===== src/rtl/uart_txe_pkg.sv =====
package uart_txe_pkg;

   // Number of baud enables in (frame_bits - 1) oversampled bit times
   function automatic int unsigned hold_ticks(input int unsigned frame_bits,
                                              input int unsigned ovs);
      int unsigned bits;
      bits = (frame_bits > 1) ? frame_bits - 1 : 1;
      return bits * ovs;
   endfunction

   typedef enum logic [1:0] {
      THRE_SRC_NONE  = 2'd0,
      THRE_SRC_FAST  = 2'd1,
      THRE_SRC_TIMER = 2'd2,
      THRE_SRC_KICK  = 2'd3
   } thre_src_e;

endpackage


===== src/rtl/txe_occupancy_track.sv =====
module txe_occupancy_track #(
   parameter int unsigned CNT_W     = 5,
   parameter int unsigned MULTI_LVL = 2
) (
   input  logic             clk,
   input  logic             rst_n,
   input  logic [CNT_W-1:0] fifo_count,
   input  logic             thre_set,
   output logic             multi_seen
);

   localparam logic [CNT_W-1:0] LVL = CNT_W'(MULTI_LVL);

   logic reached;
   assign reached = (fifo_count >= LVL);

   always_ff @(posedge clk or negedge rst_n) begin
      if (!rst_n)        multi_seen <= 1'b0;
      else if (reached)  multi_seen <= 1'b1;
      else if (thre_set) multi_seen <= 1'b0;
   end

   assert_flag_sets_R3: assert property (@(posedge clk) disable iff (!rst_n)
      reached |=> multi_seen);

   assert_flag_clears_R12: assert property (@(posedge clk) disable iff (!rst_n)
      (thre_set && !reached) |=> !multi_seen);

endmodule


===== src/rtl/txe_delay_timer.sv =====
module txe_delay_timer #(
   parameter int unsigned TW = 9
) (
   input  logic          clk,
   input  logic          rst_n,
   input  logic          start,
   input  logic          cancel,
   input  logic          tick,
   input  logic [TW-1:0] limit,
   output logic          done,
   output logic          busy
);

   logic [TW-1:0] cnt;
   logic          last;

   assign last = ((cnt + TW'(1)) >= limit);
   assign done = busy && tick && !cancel && last;

   always_ff @(posedge clk or negedge rst_n) begin
      if (!rst_n) begin
         busy <= 1'b0;
         cnt  <= '0;
      end else if (cancel) begin
         busy <= 1'b0;
         cnt  <= '0;
      end else if (start) begin
         busy <= 1'b1;
         cnt  <= '0;
      end else if (busy && tick) begin
         if (last) begin
            busy <= 1'b0;
            cnt  <= '0;
         end else begin
            cnt <= cnt + TW'(1);
         end
      end
   end

   assert_count_in_range_R4: assert property (@(posedge clk) disable iff (!rst_n)
      busy |-> (cnt < limit));

   assert_cancel_stops_R5: assert property (@(posedge clk) disable iff (!rst_n)
      cancel |=> !busy);

   assert_start_arms_R4: assert property (@(posedge clk) disable iff (!rst_n)
      (start && !cancel) |=> (busy && cnt == '0));

endmodule


===== src/rtl/txe_irq_latch.sv =====
module txe_irq_latch (
   input  logic clk,
   input  logic rst_n,
   input  logic active,
   input  logic fifo_empty,
   input  logic thre,
   input  logic thre_rise,
   input  logic kick,
   input  logic thr_wr,
   input  logic iid_rd,
   input  logic hi_prio_pend,
   output logic irq
);

   logic pend;
   logic active_q;
   logic act_rise;
   logic set_req;
   logic clr_req;

   assign act_rise = active && !active_q && thre;
   assign set_req  = active && fifo_empty && (thre_rise || act_rise || kick);
   assign clr_req  = thr_wr || !fifo_empty || (iid_rd && !hi_prio_pend && irq);
   assign irq      = pend && active;

   always_ff @(posedge clk or negedge rst_n) begin
      if (!rst_n) begin
         pend     <= 1'b0;
         active_q <= 1'b0;
      end else begin
         active_q <= active;
         if (clr_req)      pend <= 1'b0;
         else if (set_req) pend <= 1'b1;
      end
   end

   assert_write_clears_R9: assert property (@(posedge clk) disable iff (!rst_n)
      thr_wr |=> !irq);

   assert_read_clears_R10: assert property (@(posedge clk) disable iff (!rst_n)
      (iid_rd && !hi_prio_pend && irq) |=> !irq);

   assert_read_blocked_R10: assert property (@(posedge clk) disable iff (!rst_n)
      (iid_rd && hi_prio_pend && irq && !thr_wr && fifo_empty && $stable(active)) |=> irq);

endmodule


===== src/rtl/uart_tx_empty_irq.sv =====
module uart_tx_empty_irq #(
   parameter int unsigned DEPTH     = 16,
   parameter int unsigned OVS       = 16,
   parameter int unsigned FB_W      = 4,
   parameter int unsigned MULTI_LVL = 2,
   parameter bit          DELAY_EN  = 1'b1
) (
   input  logic                         clk,
   input  logic                         rst_n,
   input  logic                         fifo_en,
   input  logic                         tx_ie,
   input  logic [$clog2(DEPTH+1)-1:0]   fifo_count,
   input  logic                         thr_wr,
   input  logic                         iid_rd,
   input  logic                         hi_prio_pend,
   input  logic [FB_W-1:0]              frame_bits,
   input  logic                         baud_tick,
   output logic                         thre,
   output logic                         tx_irq
);
   import uart_txe_pkg::*;

   localparam int unsigned CNT_W = $clog2(DEPTH + 1);
   localparam int unsigned OVS_W = (OVS > 1) ? $clog2(OVS) : 1;
   localparam int unsigned TW    = FB_W + OVS_W + 1;
   localparam bit          OVS_P2 = (OVS & (OVS - 1)) == 0;

   if (DEPTH < 2) begin : g_bad_depth
      $error("uart_tx_empty_irq: DEPTH must be at least 2");
   end
   if (MULTI_LVL < 2 || MULTI_LVL > DEPTH) begin : g_bad_lvl
      $error("uart_tx_empty_irq: MULTI_LVL out of range");
   end
   if (OVS < 1) begin : g_bad_ovs
      $error("uart_tx_empty_irq: OVS must be positive");
   end

   logic          fifo_empty;
   logic          empty_q;
   logic          fall_empty;
   logic          fen_q;
   logic          kick;
   logic          active;
   logic          multi_seen;
   logic          thre_q;
   logic          thre_rise;
   logic          thre_set;
   logic          tmr_start;
   logic          tmr_done;
   logic          tmr_busy;
   logic [TW-1:0] limit;
   logic [FB_W-1:0] bits_m1;
   thre_src_e     src;

   assign fifo_empty = (fifo_count == '0);
   assign fall_empty = fifo_empty && !empty_q;
   assign active     = fifo_en && tx_ie;
   assign kick       = fifo_en && !fen_q && tx_ie && fifo_empty;
   assign thre_rise  = thre && !thre_q;
   assign bits_m1    = (frame_bits > FB_W'(1)) ? frame_bits - FB_W'(1) : FB_W'(1);

   // Wait length: shift when the oversampling ratio is a power of two
   if (OVS_P2) begin : g_lim_shift
      assign limit = TW'(bits_m1) << $clog2(OVS);
   end else begin : g_lim_mul
      assign limit = TW'(bits_m1) * TW'(OVS);
   end

   always_comb begin
      src = THRE_SRC_NONE;
      if (fifo_empty) begin
         if (kick)                        src = THRE_SRC_KICK;
         else if (fall_empty && multi_seen) src = THRE_SRC_FAST;
         else if (tmr_done)               src = THRE_SRC_TIMER;
      end
   end

   assign thre_set = (src != THRE_SRC_NONE) && !thre;

   if (DELAY_EN) begin : g_delay
      assign tmr_start = fall_empty && !multi_seen && !kick;

      txe_delay_timer #(.TW(TW)) u_timer (
         .clk    (clk),
         .rst_n  (rst_n),
         .start  (tmr_start),
         .cancel (!fifo_empty || kick),
         .tick   (baud_tick),
         .limit  (limit),
         .done   (tmr_done),
         .busy   (tmr_busy)
      );
   end else begin : g_nodelay
      assign tmr_start = 1'b0;
      assign tmr_busy  = 1'b0;
      assign tmr_done  = fall_empty;
   end

   txe_occupancy_track #(.CNT_W(CNT_W), .MULTI_LVL(MULTI_LVL)) u_track (
      .clk        (clk),
      .rst_n      (rst_n),
      .fifo_count (fifo_count),
      .thre_set   (thre_set),
      .multi_seen (multi_seen)
   );

   always_ff @(posedge clk or negedge rst_n) begin
      if (!rst_n) begin
         thre    <= 1'b1;
         thre_q  <= 1'b1;
         empty_q <= 1'b1;
         fen_q   <= 1'b0;
      end else begin
         thre_q  <= thre;
         empty_q <= fifo_empty;
         fen_q   <= fifo_en;
         if (!fifo_empty)                thre <= 1'b0;
         else if (src != THRE_SRC_NONE)  thre <= 1'b1;
      end
   end

   txe_irq_latch u_irq (
      .clk          (clk),
      .rst_n        (rst_n),
      .active       (active),
      .fifo_empty   (fifo_empty),
      .thre         (thre),
      .thre_rise    (thre_rise),
      .kick         (kick),
      .thr_wr       (thr_wr),
      .iid_rd       (iid_rd),
      .hi_prio_pend (hi_prio_pend),
      .irq          (tx_irq)
   );

   assert_busy_clears_thre_R2: assert property (@(posedge clk) disable iff (!rst_n)
      (fifo_count != '0) |=> !thre);

   assert_fast_empty_R3: assert property (@(posedge clk) disable iff (!rst_n)
      (fall_empty && multi_seen) |=> thre);

   assert_irq_needs_thre_R6: assert property (@(posedge clk) disable iff (!rst_n)
      tx_irq |-> thre);

   assert_kick_sets_R11: assert property (@(posedge clk) disable iff (!rst_n)
      kick |=> (thre && tx_irq));

   assert_timer_idle_when_set_R4: assert property (@(posedge clk) disable iff (!rst_n)
      thre |-> !tmr_busy);

endmodule


===== config.mk =====
export PLATFORM = sky130hd
export DESIGN_NAME = uart_tx_empty_irq
export DESIGN_NICKNAME = d
export VERILOG_FILES = /design/src/rtl/uart_txe_pkg.sv /design/src/rtl/txe_occupancy_track.sv /design/src/rtl/txe_delay_timer.sv /design/src/rtl/txe_irq_latch.sv /design/src/rtl/uart_tx_empty_irq.sv
export SDC_FILE = /design/constraint.sdc
export NUM_CORES = 1
export LEC_CHECK = 0
export ABC_AREA = 1
export CAP_MARGIN = 0
export CORE_MARGIN = 8
export CORE_UTILIZATION = 60
export CTS_BUF_LIST = sky130_fd_sc_hd__clkbuf_16
export CTS_CLUSTER_DIAMETER = 80
export DETAILED_ROUTE_END_ITERATION = 10
export DONT_BUFFER_PORTS = 1
export PLACE_DENSITY = 0.76
export SLEW_MARGIN = 5
export SYNTH_ARGS = -nofsm -noshare
export SYNTH_HDL_FRONTEND = slang
export SYNTH_SLANG_ARGS = --single-unit

===== constraint.sdc =====
create_clock -name clk -period 2.8 [get_ports clk]
set_input_delay 0.7 -clock clk [delete_from_list [all_inputs] [get_ports clk]]
set_output_delay 0.7 -clock clk [all_outputs]
set_load 0.005 [all_outputs]

# ---- Yosys cells after proc, flatten, opt, wreduce, memory -nomap -nowiden
# Index checks and enable logic that the tools add are counted.
# W data, S select, Z words.
dict set report word_totals {
  ff_bits 17
  input_bits 17
  out_inout_bits 2
  word_cells 76
}
dict set report classes {
  addsub 2
  magnitude_cmp 3
  n_eq_ne 1
  muxes 19
  n_reduce_logical 42
}
# operator count
set op_table {}
lappend op_table {{$mux W9} 4}
lappend op_table {{$logic_and A1 B1 Y1} 20}
lappend op_table {{$logic_not A1 Y1} 10}
lappend op_table {{$mux W1} 10}
lappend op_table {{$add A9 B1 Y9 const B} 1}
lappend op_table {{$ge A9 B8 Y1} 1}
lappend op_table {{$mux W2} 4}
lappend op_table {{$reduce_bool A2 Y1} 3}
lappend op_table {{$reduce_bool A3 Y1} 2}
lappend op_table {{$ge A5 B2 Y1 const B} 1}
lappend op_table {{$logic_not A5 Y1} 1}
lappend op_table {{$logic_or A1 B1 Y1} 5}
lappend op_table {{$gt A4 B1 Y1 const B} 1}
lappend op_table {{$mux W4} 1}
lappend op_table {{$sub A4 B1 Y4 const B} 1}
lappend op_table {{$ne A2 B1 Y1 const B} 1}
lappend op_table {{$reduce_and A2 Y1} 1}

# ---- Logic depth before layout (Yosys ltp)
dict set report depth {
  word_depth 16
  ltp_mapped 18
  ltp_nobuf 18
}

# ---- Hierarchy
# A second synthesis with hierarchy kept.
dict set report hier_totals {
  cells_unflattened 197
  area_unflattened_um2 1368.8
}
# mod instances cells_per_inst area_each_um2 seq_area_each_um2
set by_module_without_submodules {}
lappend by_module_without_submodules {txe_delay_timer 1 130 897.1 250.2}
lappend by_module_without_submodules {uart_tx_empty_irq 1 44 307.8 103.8}
lappend by_module_without_submodules {txe_irq_latch 1 17 118.9 50.0}
lappend by_module_without_submodules {txe_occupancy_track 1 6 45.0 25.0}

# ---- Least setup slack after synthesis
# Ideal clock, no wire load.
dict set report synth_path {
  path_type {input-to-reg}
  startpoint {input port frame_bits[0]}
  endpoint {register g_delay.u_timer.busy}
  setup_ps 121
  arrival_time_ps 2346
  t_required_ps 2679
  path_slack_ps 333
  cell_stages 17
  path_buffers 0
  path_cell_list {inv_1 ha_1 or2_2 o21ai_0 o21ai_0 ha_1 inv_1 nor2_1 nand2_1 nor2_1 nand2_1 inv_1 nor2_2 nand2_2 nand2_2 nand2_1 o21ai_1}
}
dict set report synth_between {
  elab_chain_cells 5
  elab_cells_between_ends 6
  classes_between {add/sub: 1; order compare: 2; mux: 1; reduce/logical: 2}
}
# element line_no
set synth_rtl {}
lappend synth_rtl {{start, declared} uart_tx_empty_irq.sv:16} ;# input logic [FB_W-1:0] frame_bits,
lappend synth_rtl {{$sub A4 B1 Y4 / $gt A4 B1 Y1 (equally long branches)} uart_tx_empty_irq.sv:60} ;# assign bits_m1 = (frame_bits > FB_W'(1)) ? frame_bits - FB_W'(1) : FB_W'(1);
lappend synth_rtl {{$mux W4 *} uart_tx_empty_irq.sv:60}
lappend synth_rtl {{$ge A9 B8 Y1 *} txe_delay_timer.sv:17} ;# assign last = ((cnt + TW'(1)) >= limit);
lappend synth_rtl {{$reduce_bool A3 Y1 (no source line) *} n/a}
lappend synth_rtl {{$reduce_and A2 Y1 (no source line) *} n/a}
lappend synth_rtl {{end signal, assigned} txe_delay_timer.sv:22} ;# busy <= 1'b0;
lappend synth_rtl {{end signal, assigned} txe_delay_timer.sv:25} ;# busy <= 1'b0;
lappend synth_rtl {{end signal, assigned} txe_delay_timer.sv:28} ;# busy <= 1'b1;
lappend synth_rtl {{end, declared} txe_delay_timer.sv:11} ;# output logic busy
# Every way passes the cells marked *; elsewhere a longest branch is shown, timed or not.
# A chain may end at the register's enable or synchronous reset.

# ---- Worst setup path in the final report
dict set report layout_path {
  startpoint {register g_delay.u_timer.cnt[0]}
  endpoint {register g_delay.u_timer.cnt[6]}
}
dict set report layout_between {
  elab_chain_cells 6
}
# element line_no
set layout_rtl {}
lappend layout_rtl {{start, declared} txe_delay_timer.sv:14} ;# logic [TW-1:0] cnt;
lappend layout_rtl {{start signal, assigned} txe_delay_timer.sv:35} ;# cnt <= cnt + TW'(1);
lappend layout_rtl {{$add A9 B1 Y9 *} {txe_delay_timer.sv:17, txe_delay_timer.sv:35}}
lappend layout_rtl {{$ge A9 B8 Y1} txe_delay_timer.sv:17}
lappend layout_rtl {{$mux W9 *} txe_delay_timer.sv:31} ;# if (last) begin
lappend layout_rtl {{$mux W9 *} txe_delay_timer.sv:30} ;# end else if (busy && tick) begin
lappend layout_rtl {{$mux W9 *} txe_delay_timer.sv:27} ;# end else if (start) begin
lappend layout_rtl {{$mux W9 *} txe_delay_timer.sv:24} ;# end else if (cancel) begin
# Every way passes the cells marked *; elsewhere a longest branch is shown, timed or not. The select of a mux whose other input is x is not followed.

==> reports/metrics.csv <==
stage,metric,value,unit
critical_path,cp-end-kind,register,
clock_tree,h-tree-depth,1,
detailed_routing,num_vias,965,
critical_path,crit_fanout,7,
timing,rsz0062_at_grt,false,
clock_tree,clkTransAtPathRegs,0.05,ns
critical_path,worstSetupPathType,reg -> reg,
flow_run,cap_violations,0,
die,core,1922,µm²
global_routing,grt_pass1_vias,933,
timing,finalHoldViolations,0,
clock_tree,clkSinkCount,17,
critical_path,r2r-start,g_delay.u_timer.cnt[0]$_DFFE_PN0P_,
global_routing,antenna_found_initial,0,
place,port_buffers,0,
global_routing,grt_pass1_wl,3815,µm
yosys,synth_area_leaders,"dfrtp_1 30%, nand2_1 12%, inv_1 9.2%",
detailed_routing,first_pass_iters,4,
yosys,yosysTopAreaCell,dfrtp_1,
yosys,yosys.area.top_type_share,29.57,%
cells_and_area,area_growth,8.870,%
yosys,synth_seq_cells,17,
yosys,yosys_warnings,0,
timing,fin_worst_skew,0.005179,ns
yosys,syn_area,1185,µm²
hold_path,min_path_type,in -> async,
yosys,avgSynthCellArea,7.406,µm²
clock_tree,cts_tree,built,
timing,relSlewSlack,76.41,%
timing,holdWs,0.1412,ns
detailed_routing,viasPerCell,5.079,
timing,setup_violations,0,
global_routing,grt-ovfl-total,0,
yosys,synth_edf_count,0,
place,hpwl,1826,µm
die,start_util,61.65,%
detailed_routing,postRouteAntennaNets,0,
critical_path,rrSetupSlack,0.35,ns
yosys,syn_inst,160,
detailed_routing,wl_per_cell,11.64,µm
critical_path,cp-start-kind,register,
global_routing,track_usage,13.76,%
yosys,yosys.cell_count.top_type,nand2_1,
clock_tree,clock_path_buffers,2,
timing,drv_slew,0,
detailed_routing,routed_wl,2212,µm
critical_path,r2r_end,g_delay.u_timer.cnt[6]$_DFFE_PN0P_,
cells_and_area,nets,189,
timing,period_needed,2.451,ns
clock_tree,cts_resized,0,
yosys,synth_cell_type_count,27,
yosys,yosysSeqAreaShare,36.22,%
die,die_y,60.44,µm
pwr,vdd.ir_drop.worst,0.3885,mV
pwr,powerDensity,437.3,nW/µm²
detailed_routing,post-route-drc-count,0,
timing,worst-slew-pin-transition,0.3519,ns
critical_path,crit_path_end,g_delay.u_timer.cnt[6]$_DFFE_PN0P_,
pwr,leakagePower,0.0007020,µW
cells_and_area,antenna_cells,0,
critical_path,r2r_cells,16,
place,dpl_worst_slack,0.1946,ns
clock_tree,cts_root_buf,clkbuf_16,
cells_and_area,utilization,67.12,%
yosys,ys.flop_type,dfrtp_1,
yosys,yosys-top-cells-count,"39 x nand2_1, 29 x inv_1, 14 x dfrtp_1, 14 x nor2_1, 9 x nand3_1",
global_routing,grt_max_degree,18,
critical_path,required,2.96,ns
timing,worst_slack,0.3495,ns
timing,fin_crit_sh,87.52,%
die,num_rows,16,
die,die_w,60.44,µm
place,place.gp.congestion,0.8491,
die,io_pins,19,
die,die_area,3653,µm²
yosys,syn_nets,185,
cells_and_area,layout-drive-gt1-share,12.88,%
timing,max_freq,408.1,MHz
critical_path,startpoint,g_delay.u_timer.cnt[0]$_DFFE_PN0P_,
clock_tree,postCtsSetupBuffers,0,
clock_tree,cts_hold_buf,0,
clock_tree,clk_latency,0.25,ns
run_status,status,finished clean,
clock_tree,cts-buffers-inserted,3,
timing,tns,0,ns
place,dp.cells,186,
critical_path,cp.arrival,2.61,ns
yosys,async_flop_share,100.0,%
detailed_routing,drt_iter0_drc,23,
cells_and_area,fin_cells,190,
cells_and_area,fill_cells,182,
critical path, cell delays in order (launching register included):
cell,delay (ns)
dfrtp_1,0.44
ha_1,0.22
nand2_2,0.09
nor2_4,0.15
nand3_1,0.10
xor2_1,0.18
inv_1,0.07
ha_1,0.30
nand2_1,0.06
nand2_1,0.04
nand2_1,0.05
nand2_1,0.04
nor2_1,0.12
nand2_1,0.08
nor2_2,0.11
nand2_2,0.12
a21oi_1,0.19
power by group:
part / internal, µW / total (µW) / switching [µW]
Combinational: 11.4 / 30.0 / 18.6
Sequential: 248 / 249 / 0.572
Clock: 192 / 285 / 92.8
flip-flops by register name, indices dropped and copies added (netlist names):
name and cells:
u_irq.active_q 1, fen_q 1, thre 1, u_irq.pend 1, g_delay.u_timer.busy 1, empty_q 1, u_track.multi_seen 1, g_delay.u_timer.cnt 9
thre_q 1
worst min-delay path by stage:
| stage | slack [ns] | end | startpoint |
|---|---|---|---|
| final | 0.14 | u_irq.pend$_DFFE_PN0P_ | rst_n |
| after global routing | 0.14 | u_irq.pend$_DFFE_PN0P_ | rst_n |
| after CTS | 0.14 | u_irq.pend$_DFFE_PN0P_ | rst_n |
| after detailed placement | 0.39 | thre_q$_DFF_PN1_ | thre$_DFFE_PN1P_ |
| after global placement | 0.38 | thre_q$_DFF_PN1_ | thre$_DFFE_PN1P_ |
| after floorplan | 0.38 | thre_q$_DFF_PN1_ | thre$_DFFE_PN1P_ |
routing by layer:
metal	vias up	global-route usage [%]	part of all wire [%]
met5	-	0	0
met4	0	6.645	1.6
met3	5	4.025	5.5
met2	17	23.48	49
met1	434	15.32	44
li1	509	-	-
stage by stage:
step | cell area, µm² | total power, µW
2_1_floorplan | 1185 | 278.6
3_3_place_gp | 1207 | 281.6
3_5_place_dp | 1207 | 283.0
4_1_cts | 1290 | 571.8
5_1_grt | 1290 | 583.3
6_report | 1290 | 564.1
cell type report:
cell class	count	area (µm²)	area share, %
multi-input combinational	113	635.6	49.27
clock buffer	3	75.07	5.820
inverter	29	108.9	8.438
clock inverter	1	7.507	0.5820
sequential	17	429.2	33.27
tap	27	33.78	2.619
layout by cell type, fill, tap and decap left out:
cell type / n
nand2_4: 2
clkinvlp_4: 1
nand2_2: 3
nor2_2: 3
nand3_2: 1
nand4_1: 3
nor3_2: 1
a21oi_1: 6
ha_1: 8
xnor2_1: 1
dfstp_2: 3
a211o_1: 1
inv_1: 29
nor2_1: 14
or2_1: 1
o21ai_0: 2
clkbuf_16: 3
o22ai_1: 1
o21bai_1: 1
xor2_1: 2
a211oi_1: 1
nor3_1: 3
nand3_1: 9
o21ai_1: 7
nor2_4: 3
or2_2: 1
nand2_1: 39
dfrtp_1: 14
logic make-up (layout without fill, tap and decap cells):
family          count (synthesis)  after routing  share of synthesized area [%]
xor+xnor                        3              3                          2.218
flops                          17             17                          36.22
compound gates                 19             19                          8.871
fa+ha+maj                       8              8                          8.448
simple gates                   83             83                          34.11
buf+inv                        30             33                          10.14
Note: power is estimated with default switching activity, not from simulation.
